**src/rtl/adc_scan_pkg.sv**
```systemverilog
package adc_scan_pkg;
  localparam int NCH    = 8;
  localparam int CH_W   = 3;
  localparam int WORD_W = 16;
  localparam int RES_W  = 12;
  localparam int CTRL_W = 8;
  localparam int ADDR_LSB = 3;

  typedef logic [CH_W-1:0] ch_t;
  typedef enum logic [2:0] {SQ_IDLE, SQ_LAUNCH, SQ_BUSY, SQ_POST, SQ_GAP} sq_state_t;

  function automatic ch_t lowest_ch(input logic [NCH-1:0] m);
    ch_t r = '0;
    for (int i = NCH-1; i >= 0; i--) if (m[i]) r = ch_t'(i);
    return r;
  endfunction

  function automatic ch_t highest_ch(input logic [NCH-1:0] m);
    ch_t r = '0;
    for (int i = 0; i < NCH; i++) if (m[i]) r = ch_t'(i);
    return r;
  endfunction

  // smallest enabled channel above cur, else wrap to the lowest one
  function automatic ch_t next_ch(input logic [NCH-1:0] m, input ch_t cur);
    ch_t r = lowest_ch(m);
    for (int i = NCH-1; i >= 0; i--) if (m[i] && (i > int'(cur))) r = ch_t'(i);
    return r;
  endfunction

  function automatic logic [CTRL_W-1:0] ctrl_byte(input ch_t a);
    logic [CTRL_W-1:0] b = '0;
    b[ADDR_LSB +: CH_W] = a;
    return b;
  endfunction

  function automatic logic [RES_W-1:0] result_of(input logic [WORD_W-1:0] w);
    return w[RES_W-1:0];
  endfunction

  function automatic logic header_bad(input logic [WORD_W-1:0] w);
    return |w[WORD_W-1:RES_W];
  endfunction
endpackage

```
**src/rtl/adc_scan_tick.sv**
```systemverilog
module adc_scan_tick #(
  parameter int DIV_W = 8
) (
  input  logic             clk,
  input  logic             rst_n,
  input  logic             en,
  input  logic [DIV_W-1:0] div,
  output logic             tick
);
  logic [DIV_W-1:0] cnt;

  always_ff @(posedge clk or negedge rst_n) begin
    if (!rst_n)          cnt <= '0;
    else if (!en)        cnt <= '0;
    else if (cnt == div) cnt <= '0;
    else                 cnt <= cnt + 1'b1;
  end

  assign tick = en && (cnt == div);
endmodule

```
**src/rtl/adc_scan_shift.sv**
```systemverilog
module adc_scan_shift
  import adc_scan_pkg::*;
(
  input  logic              clk,
  input  logic              rst_n,
  input  logic              go,
  input  logic [CTRL_W-1:0] tx,
  input  logic              tick,
  input  logic              miso,
  output logic              sclk,
  output logic              mosi,
  output logic              busy,
  output logic              done,
  output logic              rise_evt,
  output logic [WORD_W-1:0] rx
);
  localparam int CNT_W = $clog2(WORD_W + 1);

  logic [CTRL_W-1:0] tx_sh;
  logic [WORD_W-1:0] rx_sh;
  logic [CNT_W-1:0]  bit_cnt;
  logic              sclk_q, mosi_q, busy_q, done_q;

  assign rise_evt = busy_q && tick && !sclk_q;

  always_ff @(posedge clk or negedge rst_n) begin
    if (!rst_n) begin
      sclk_q <= 1'b1; mosi_q <= 1'b0; busy_q <= 1'b0; done_q <= 1'b0;
      tx_sh <= '0; rx_sh <= '0; bit_cnt <= '0;
    end else begin
      done_q <= 1'b0;
      if (go) begin
        busy_q  <= 1'b1;
        tx_sh   <= tx;
        bit_cnt <= '0;
        sclk_q  <= 1'b1;
      end else if (busy_q && tick) begin
        if (sclk_q) begin
          sclk_q <= 1'b0;
          mosi_q <= tx_sh[CTRL_W-1];
          tx_sh  <= {tx_sh[CTRL_W-2:0], 1'b0};
        end else begin
          sclk_q  <= 1'b1;
          rx_sh   <= {rx_sh[WORD_W-2:0], miso};
          bit_cnt <= bit_cnt + 1'b1;
          if (bit_cnt == CNT_W'(WORD_W - 1)) begin
            busy_q <= 1'b0;
            done_q <= 1'b1;
          end
        end
      end
    end
  end

  assign sclk = sclk_q;
  assign mosi = mosi_q;
  assign busy = busy_q;
  assign done = done_q;
  assign rx   = rx_sh;

  AST_MOSI_STEADY_AT_RISE: assert property (@(posedge clk) disable iff (!rst_n)
    $rose(sclk_q) |-> $stable(mosi_q));
  AST_GO_ONLY_IDLE: assert property (@(posedge clk) disable iff (!rst_n)
    go |-> !busy_q);
endmodule

```
**src/rtl/adc_scan_seq.sv**
```systemverilog
module adc_scan_seq
  import adc_scan_pkg::*;
(
  input  logic              clk,
  input  logic              rst_n,
  input  logic              start,
  input  logic              cont_mode,
  input  logic [NCH-1:0]    ch_mask,
  input  logic              shift_done,
  input  logic              shift_busy,
  input  logic [WORD_W-1:0] rx_word,
  input  logic              tick,
  input  logic              res_ready,
  output logic              cs_n,
  output logic              go,
  output logic [CTRL_W-1:0] tx_byte,
  output logic              gap_en,
  output logic              res_valid,
  output ch_t               res_chan,
  output logic [RES_W-1:0]  res_data,
  output logic              hdr_err
);
  sq_state_t        st;
  logic [NCH-1:0]   mask_q;
  ch_t              pend, want, tag_q;
  logic             keep_q, last_q, cs_q, val_q, err_q;
  ch_t              chan_q;
  logic [RES_W-1:0] data_q;

  logic keep_now, slot_free, post_block, emit;
  ch_t  send;

  assign keep_now   = (pend == want);
  assign send       = keep_now ? next_ch(mask_q, want) : want;
  assign go         = (st == SQ_LAUNCH);
  assign tx_byte    = ctrl_byte(send);
  assign gap_en     = (st == SQ_GAP);
  assign slot_free  = !val_q || res_ready;
  assign post_block = keep_q && !slot_free;
  assign emit       = (st == SQ_POST) && keep_q && slot_free;

  always_ff @(posedge clk or negedge rst_n) begin
    if (!rst_n) begin
      st <= SQ_IDLE; mask_q <= '0; pend <= '0; want <= '0; tag_q <= '0;
      keep_q <= 1'b0; last_q <= 1'b0; cs_q <= 1'b1; val_q <= 1'b0;
      err_q <= 1'b0; chan_q <= '0; data_q <= '0;
    end else begin
      if (val_q && res_ready) val_q <= 1'b0;
      case (st)
        SQ_IDLE: if (start && |ch_mask) begin
          mask_q <= ch_mask;
          want   <= lowest_ch(ch_mask);
          cs_q   <= 1'b0;
          st     <= SQ_LAUNCH;
        end
        SQ_LAUNCH: begin
          keep_q <= keep_now;
          tag_q  <= pend;
          last_q <= keep_now && (want == highest_ch(mask_q));
          pend   <= send;
          if (keep_now) want <= next_ch(mask_q, want);
          st <= SQ_BUSY;
        end
        SQ_BUSY: if (shift_done) begin
          if (header_bad(rx_word)) err_q <= 1'b1;
          st <= SQ_POST;
        end
        SQ_POST: if (!post_block) begin
          if (emit) begin
            val_q  <= 1'b1;
            chan_q <= tag_q;
            data_q <= result_of(rx_word);
          end
          if (last_q && !cont_mode) begin
            cs_q <= 1'b1;
            st   <= SQ_GAP;
          end else begin
            st <= SQ_LAUNCH;
          end
        end
        SQ_GAP: if (tick) st <= SQ_IDLE;
        default: st <= SQ_IDLE;
      endcase
    end
  end

  assign cs_n      = cs_q;
  assign res_valid = val_q;
  assign res_chan  = chan_q;
  assign res_data  = data_q;
  assign hdr_err   = err_q;

  AST_EMIT_ENABLED_CH: assert property (@(posedge clk) disable iff (!rst_n)
    emit |-> mask_q[tag_q]);
  AST_RESULT_HELD: assert property (@(posedge clk) disable iff (!rst_n)
    val_q && !res_ready |=> val_q && $stable(data_q) && $stable(chan_q));
  AST_ERR_STICKY: assert property (@(posedge clk) disable iff (!rst_n)
    err_q |=> err_q);
  AST_FRAME_END_IDLE: assert property (@(posedge clk) disable iff (!rst_n)
    $rose(cs_q) |-> !shift_busy);
endmodule

```
**src/rtl/adc_scan_master.sv**
```systemverilog
module adc_scan_master
  import adc_scan_pkg::*;
#(
  parameter int DIV_W = 8
) (
  input  logic             clk,
  input  logic             rst_n,
  input  logic             start,
  input  logic             cont_mode,
  input  logic [7:0]       ch_mask,
  input  logic [DIV_W-1:0] clk_div,
  output logic             cs_n,
  output logic             sclk,
  output logic             mosi,
  input  logic             miso,
  output logic             res_valid,
  input  logic             res_ready,
  output logic [2:0]       res_chan,
  output logic [11:0]      res_data,
  output logic             hdr_err
);
  localparam int MOD_W = $clog2(WORD_W);

  logic              tick, go, busy, done, rise_evt, gap_en;
  logic [CTRL_W-1:0] tx_byte;
  logic [WORD_W-1:0] rx_word;

  adc_scan_tick #(.DIV_W(DIV_W)) tick_i (
    .clk(clk), .rst_n(rst_n), .en(busy || gap_en), .div(clk_div), .tick(tick));

  adc_scan_shift shift_i (
    .clk(clk), .rst_n(rst_n), .go(go), .tx(tx_byte), .tick(tick), .miso(miso),
    .sclk(sclk), .mosi(mosi), .busy(busy), .done(done), .rise_evt(rise_evt),
    .rx(rx_word));

  adc_scan_seq seq_i (
    .clk(clk), .rst_n(rst_n), .start(start), .cont_mode(cont_mode),
    .ch_mask(ch_mask), .shift_done(done), .shift_busy(busy), .rx_word(rx_word),
    .tick(tick), .res_ready(res_ready), .cs_n(cs_n), .go(go), .tx_byte(tx_byte),
    .gap_en(gap_en), .res_valid(res_valid), .res_chan(res_chan),
    .res_data(res_data), .hdr_err(hdr_err));

  // rising edges modulo one conversion, kept for the frame-length check
  logic [MOD_W-1:0] rise_mod;
  always_ff @(posedge clk or negedge rst_n) begin
    if (!rst_n)        rise_mod <= '0;
    else if (rise_evt) rise_mod <= rise_mod + 1'b1;
  end

  AST_IDLE_CLK_HIGH: assert property (@(posedge clk) disable iff (!rst_n)
    cs_n |-> sclk);
  AST_WHOLE_CONVERSIONS: assert property (@(posedge clk) disable iff (!rst_n)
    $rose(cs_n) |-> (rise_mod == '0));
  AST_TOGGLE_ON_TICK: assert property (@(posedge clk) disable iff (!rst_n)
    (sclk != $past(sclk)) |-> $past(tick));
endmodule

```
**config.mk**
```make
export PLATFORM = sky130hd
export DESIGN_NAME = adc_scan_master
export DESIGN_NICKNAME = d
export VERILOG_FILES = /design/src/rtl/adc_scan_pkg.sv /design/src/rtl/adc_scan_tick.sv /design/src/rtl/adc_scan_shift.sv /design/src/rtl/adc_scan_seq.sv /design/src/rtl/adc_scan_master.sv
export SDC_FILE = /design/constraint.sdc
export NUM_CORES = 1
export LEC_CHECK = 0
export BUFFER_PORTS_ARGS = -buffer_cell sky130_fd_sc_hd__buf_2
export CORE_UTILIZATION = 55
export CTS_BUF_LIST = sky130_fd_sc_hd__clkbuf_4 sky130_fd_sc_hd__clkbuf_8 sky130_fd_sc_hd__clkbuf_16
export DETAILED_ROUTE_END_ITERATION = 16
export HOLD_SLACK_MARGIN = 0.03
export PLACE_DENSITY = 0.73
export SLEW_MARGIN = 20
export SYNTH_ARGS = -nofsm -noshare
export SYNTH_HDL_FRONTEND = slang
export SYNTH_HIERARCHICAL = 1
export SYNTH_SLANG_ARGS = --single-unit
```
**constraint.sdc**
```tcl
create_clock -name clk -period 3.69 [get_ports clk]
set_clock_uncertainty 0.15 [all_clocks]
set_input_delay 0.9225 -clock clk [delete_from_list [all_inputs] [get_ports clk]]
set_output_delay 0.9225 -clock clk [all_outputs]
set_load 0.1 [all_outputs]
```
# Word level (Yosys, flattened, before mapping)
# Index checks and enable logic that the tools add are counted.
# totals
register_bits	81
elab_cells	153
in_bits	22
# op_classes
n_lt_le_gt_ge	7
mux	67
bitwise	3
eq_ne	14
n_addsub	2
n_reduce_logical	40
# ops
cell	n
3-bit 2-to-1 mux	35
8-bit 2-to-1 mux	5
1-bit 2-to-1 mux	19
1-bit logical AND	16
5-bit 2-to-1 mux	3
3-bit one-hot mux with 5 select lines	1
3-bit AND reduction	5
3-bit greater-than comparator (first input constant)	4
2-bit nonzero test	5
8-bit by 1-bit adder with 8-bit output (second input constant)	1
8-bit == test	1
2-bit inequality test (second input constant)	4
2-bit AND reduction	4
4-bit AND reduction	2
8-bit OR reduction	1
3-bit by 2-bit == test with 1-bit output (second input constant)	2
3-bit == test	2
2-bit by 3-bit greater-than comparator with 1-bit output (first input constant)	2
3-bit one-hot mux with 2 select lines	1
5-bit by 1-bit adder with 5-bit output (second input constant)	1
5-bit by 4-bit == test with 1-bit output (second input constant)	1
2-bit 2-to-1 mux	2
2-bit by 1-bit inequality test with 1-bit output (second input constant)	2
4-bit OR reduction	1
8 further kinds	13

# Logic depth before layout (Yosys ltp)
# logic_depth
depth_word	17
depth_mapped	9

# Cells and area by module
# Netlist, hierarchy kept.
# modules_own_cells
mod	n_inst	seq_area_each_um2	area_each_um2	cells_per_inst
adc_scan_seq	1	1002.2	2154.6	228
adc_scan_shift	1	827.0	1452.6	115
adc_scan_tick	1	200.2	500.5	46
adc_scan_master	1	0.0	6.3	1

# Worst setup path after synthesis
# No wires, ideal clock.
# synth_path
kind	input-to-reg
startpoint	input clk_div[7]
endpoint	register shift_i.rx_sh[10] (netlist: shift_i/rx[10])
stages	7
arrival_time_ps	2755
slack_ps	660
required_time_ps	3415
setup_ps	125
cell_sequence	xor2_2 > nor4_2 > and3_1 > nand3b_4 > nor2_8 > buf_12 > mux2_4
# synth_between
elab_chain_len	4
# synth_rtl
element	line_no	text
start, declared	adc_scan_master.sv:11	input logic [DIV_W-1:0] clk_div,
8-bit == test	adc_scan_tick.sv:19	assign tick = en && (cnt == div);
1-bit logical AND	adc_scan_tick.sv:19	
net tick	adc_scan_master.sv:24	logic tick, go, busy, done, rise_evt, gap_en;
1-bit logical AND	adc_scan_shift.sv:37	end else if (busy_q && tick) begin
3-bit AND reduction (no line)	n/a	
end signal, assigned	adc_scan_shift.sv:44	rx_sh <= {rx_sh[WORD_W-2:0], miso};
end, declared	adc_scan_shift.sv:20	logic [WORD_W-1:0] rx_sh;
# The timed path passes the listed nets, and every way through them passes these cells.
# A chain may end at the register's enable or synchronous reset.

# Final worst setup path
# layout_path
startpoint	input clk_div[7]
endpoint	register shift_i.rx_sh[3] (netlist: shift_i/rx[3])
# The elaborated chain is that of the path after synthesis.

==> flow_summary.ini <==
[worst_setup_path]
critPathTopFamily = simple AND/OR/NAND/NOR gates
crit_path_start_kind = input port
crit_buf_inv = 1
critPathArrivalTime_ns = 2.86
cp-end-kind = register
cp_max_fo = 17
critPathRequiredTime_ns = 3.77
path_cells = buf_2, xor2_2, nor4_2, and3_1, nand3b_4, nor2_8, mux2_2
critPathKind = in -> reg
reg2reg_slack_ns = 1.15
critPathMaxStageDelay_ns = 0.43
cpMaxStageDelayCell = and3_1

[floorplanning]
initial_utilization_pct = 56.72
dieArea_um2 = 7830
fp-row-count = 31
core_um2 = 7253
die_w_um = 88.49
die_h_um = 88.49
num_io_pins = 42

[clocking]
numCtsBuffers = 9
cts_setup_buffers = 0
root_buffer = clkbuf_8
h-tree-depth = 3
ctsHoldBuffers = 0
cts.reportedPaths.clkPinSlew_ns = 0.08
cts_resized = 0
tritoncts = done
clockBufferDepth = 2
clock_latency_ns = 0.35
numClockSinks = 81

[synthesis]
seq_area_frac_synth_pct = 49.33
synthCells = 390
synthTopCellsByArea = dfrtp_1, mux2_2, nand2_1, a21oi_1, mux2_4
yosysUniqueCellTypes = 62
async_flop_share_pct = 100.0
ys.flop_type = dfrtp_1
synth_top_area_cell = dfrtp_1
synth_area_per_cell_um2 = 10.55
synth_area_um2 = 4114
synth_edf_count = 0
yosysWarnings = 6
synthDominantCellAreaShare_pct = 48.05
ys_ff_latch = 81

[drt]
vias = 2975
drt_wl_total_um = 7984
drtIter0Drc = 151
drcViolationCount = 0
route.antenna.remaining_nets = 0
drt_pass1_iterations = 4
post_drt_wl_per_cell_um = 14.98
via_per_inst = 5.582

[grt]
grtUsageTotal_pct = 21.88
grt_pass1_wl_um = 13050
antenna_found_initial = 0
grt-ovfl-total = 0
grt_pass1_vias = 2785
grt_max_degree = 82

[cells_and_area]
nFillCells = 609
fin_util_pct = 63.50
final_nets = 455
multi_input_area_um2 = 1902
area_growth_pct = 11.95
drive_gt1_share_pct = 26.04
diodes = 0
seqCellArea_um2 = 2029

[timing]
max_clock_freq_ghz = 0.3601
tightest_slew_ns = 0.9364
setup_tns_ns = 0
setup_viol = 0
rsz0062_at_grt = false
hold_viol = 0
final.period_utilization_pct = 75.26
slew_headroom_pct = 37.57
slew_violations = 0
min_period_ns = 2.777

[hold_path]
hold_class = reg -> reg

[placement]
io_buffers = 41
gp_congestion = 0.8419
dp_hpwl_um = 5395

[power]
p_leak_uw = 0.002213
p_total_uw = 3347
power_density_nw_per_um2 = 726.7
peakVddDrop_uv = 485.7

[flow_run]
max_cap_viol_count = 0

[run_status]
status = finished, final reports clean
==> area by class of cell <==
class	count	area share, %
Clock buffer	9	2.689
Clock inverter	6	2.499
Inverter	13	1.168
Multi-Input combinational cell	279	41.29
Sequential cell	81	44.06
Tap cell	99	2.689
Timing Repair Buffer	46	5.596
==> stage by stage <==
| stage | cells | cell area, µm² | hold slack [ns] | setup slack, ns |
|---|---|---|---|---|
| 2_1_floorplan | 394 | 4129 | 0.2901 | 0.6596 |
| 3_3_place_gp | 518 | 4367 | 0.2955 | 0.6422 |
| 3_5_place_dp | 518 | 4367 | 0.2989 | 0.5684 |
| 4_1_cts | 533 | 4606 | 0.3122 | 0.9381 |
| 5_1_grt | 533 | 4606 | 0.3463 | 0.8640 |
| 6_report | 533 | 4606 | 0.3110 | 0.9130 |
==> sequential cells by signal, summed over array words and instances (netlist names), 3 cells and up <==
register / flops
seq_i/mask_q: 8
seq_i/pend: 3
seq_i/res_chan: 3
seq_i/res_data: 12
seq_i/st: 3
seq_i/tag_q: 3
seq_i/want: 3
shift_i/bit_cnt: 5
shift_i/rx: 16
shift_i/tx_sh: 8
tick_i/cnt: 8
==> worst reg2reg max path, delay by kind of cell (launching register included) <==
family,cells,cell delay (ns)
xor+xnor,1,0.18
flops,1,0.45
mux,1,0.39
simple gates,4,1.25
==> cells in the mapped netlist (8+ instances only) <==
cell and count:
nand2_1 52, buf_4 8, buf_2 8, a21oi_1 35, o21ai_0 19, inv_1 12, nor2_1 21, dfrtp_1 79
mux2_4 9, xor2_1 13, nor2b_1 16, a211oi_1 8, mux2_2 23
==> layer usage <==
layer | part of all wire [%] | track usage (%) | vias to the layer above
li1 | - | - | 1437
met1 | 47 | 31.27 | 1436
met2 | 46 | 32.52 | 89
met3 | 5.3 | 5.597 | 13
met4 | 1.8 | 7.625 | 0
met5 | 0 | 0 | -
==> layout by cell type, fill, tap and decap left out, types with 4 or more instances in the layout <==
cell      netlist  layout
a21oi_1        35      35
nor3_1          4       4
xor2_1         13      13
conb_1          1       5
mux2_2         23      23
o21ai_0        19      19
a211oi_1        8       8
or3_1           5       5
buf_4           8       5
mux2_4          9       9
inv_1          12      12
buf_2           8      40
nor2_1         21      21
nor2b_1        16      16
nand3_1         7       7
dfrtp_1        79      79
o31ai_1         5       5
clkbuf_8        0       9
nand2_1        52      52
==> cells by family after synthesis <==
| group | share of synthesized area [%] |
|---|---|
| simple gates | 17.21 |
| buf+inv | 4.805 |
| fa+ha+maj | 0.9125 |
| mux | 9.580 |
| flops | 49.33 |
| other cells | 0.09115 |
| xor+xnor | 4.197 |
| compound gates | 13.87 |
==> power by group <==
group	internal [µW]	switching [µW]	leakage, µW
Sequential	1100	276	0.00105
Clock	451	323	0.000116
Combinational	450	749	0.00104
==> worst paths after layout <==
path / from / endpoint / cells past startpoint
max in group asynchronous: rst_n / shift_i/sclk / 2
min: seq_i/cs_n / seq_i/cs_n / 2
min reg2reg: seq_i/cs_n / seq_i/cs_n / 2
max: clk_div[7] / shift_i/rx[3] / 7
min in group asynchronous: rst_n / seq_i/mask_q[7] / 2
max reg2reg: tick_i/cnt[4] / shift_i/rx[3] / 6
Power figures use the tool's default switching activity.
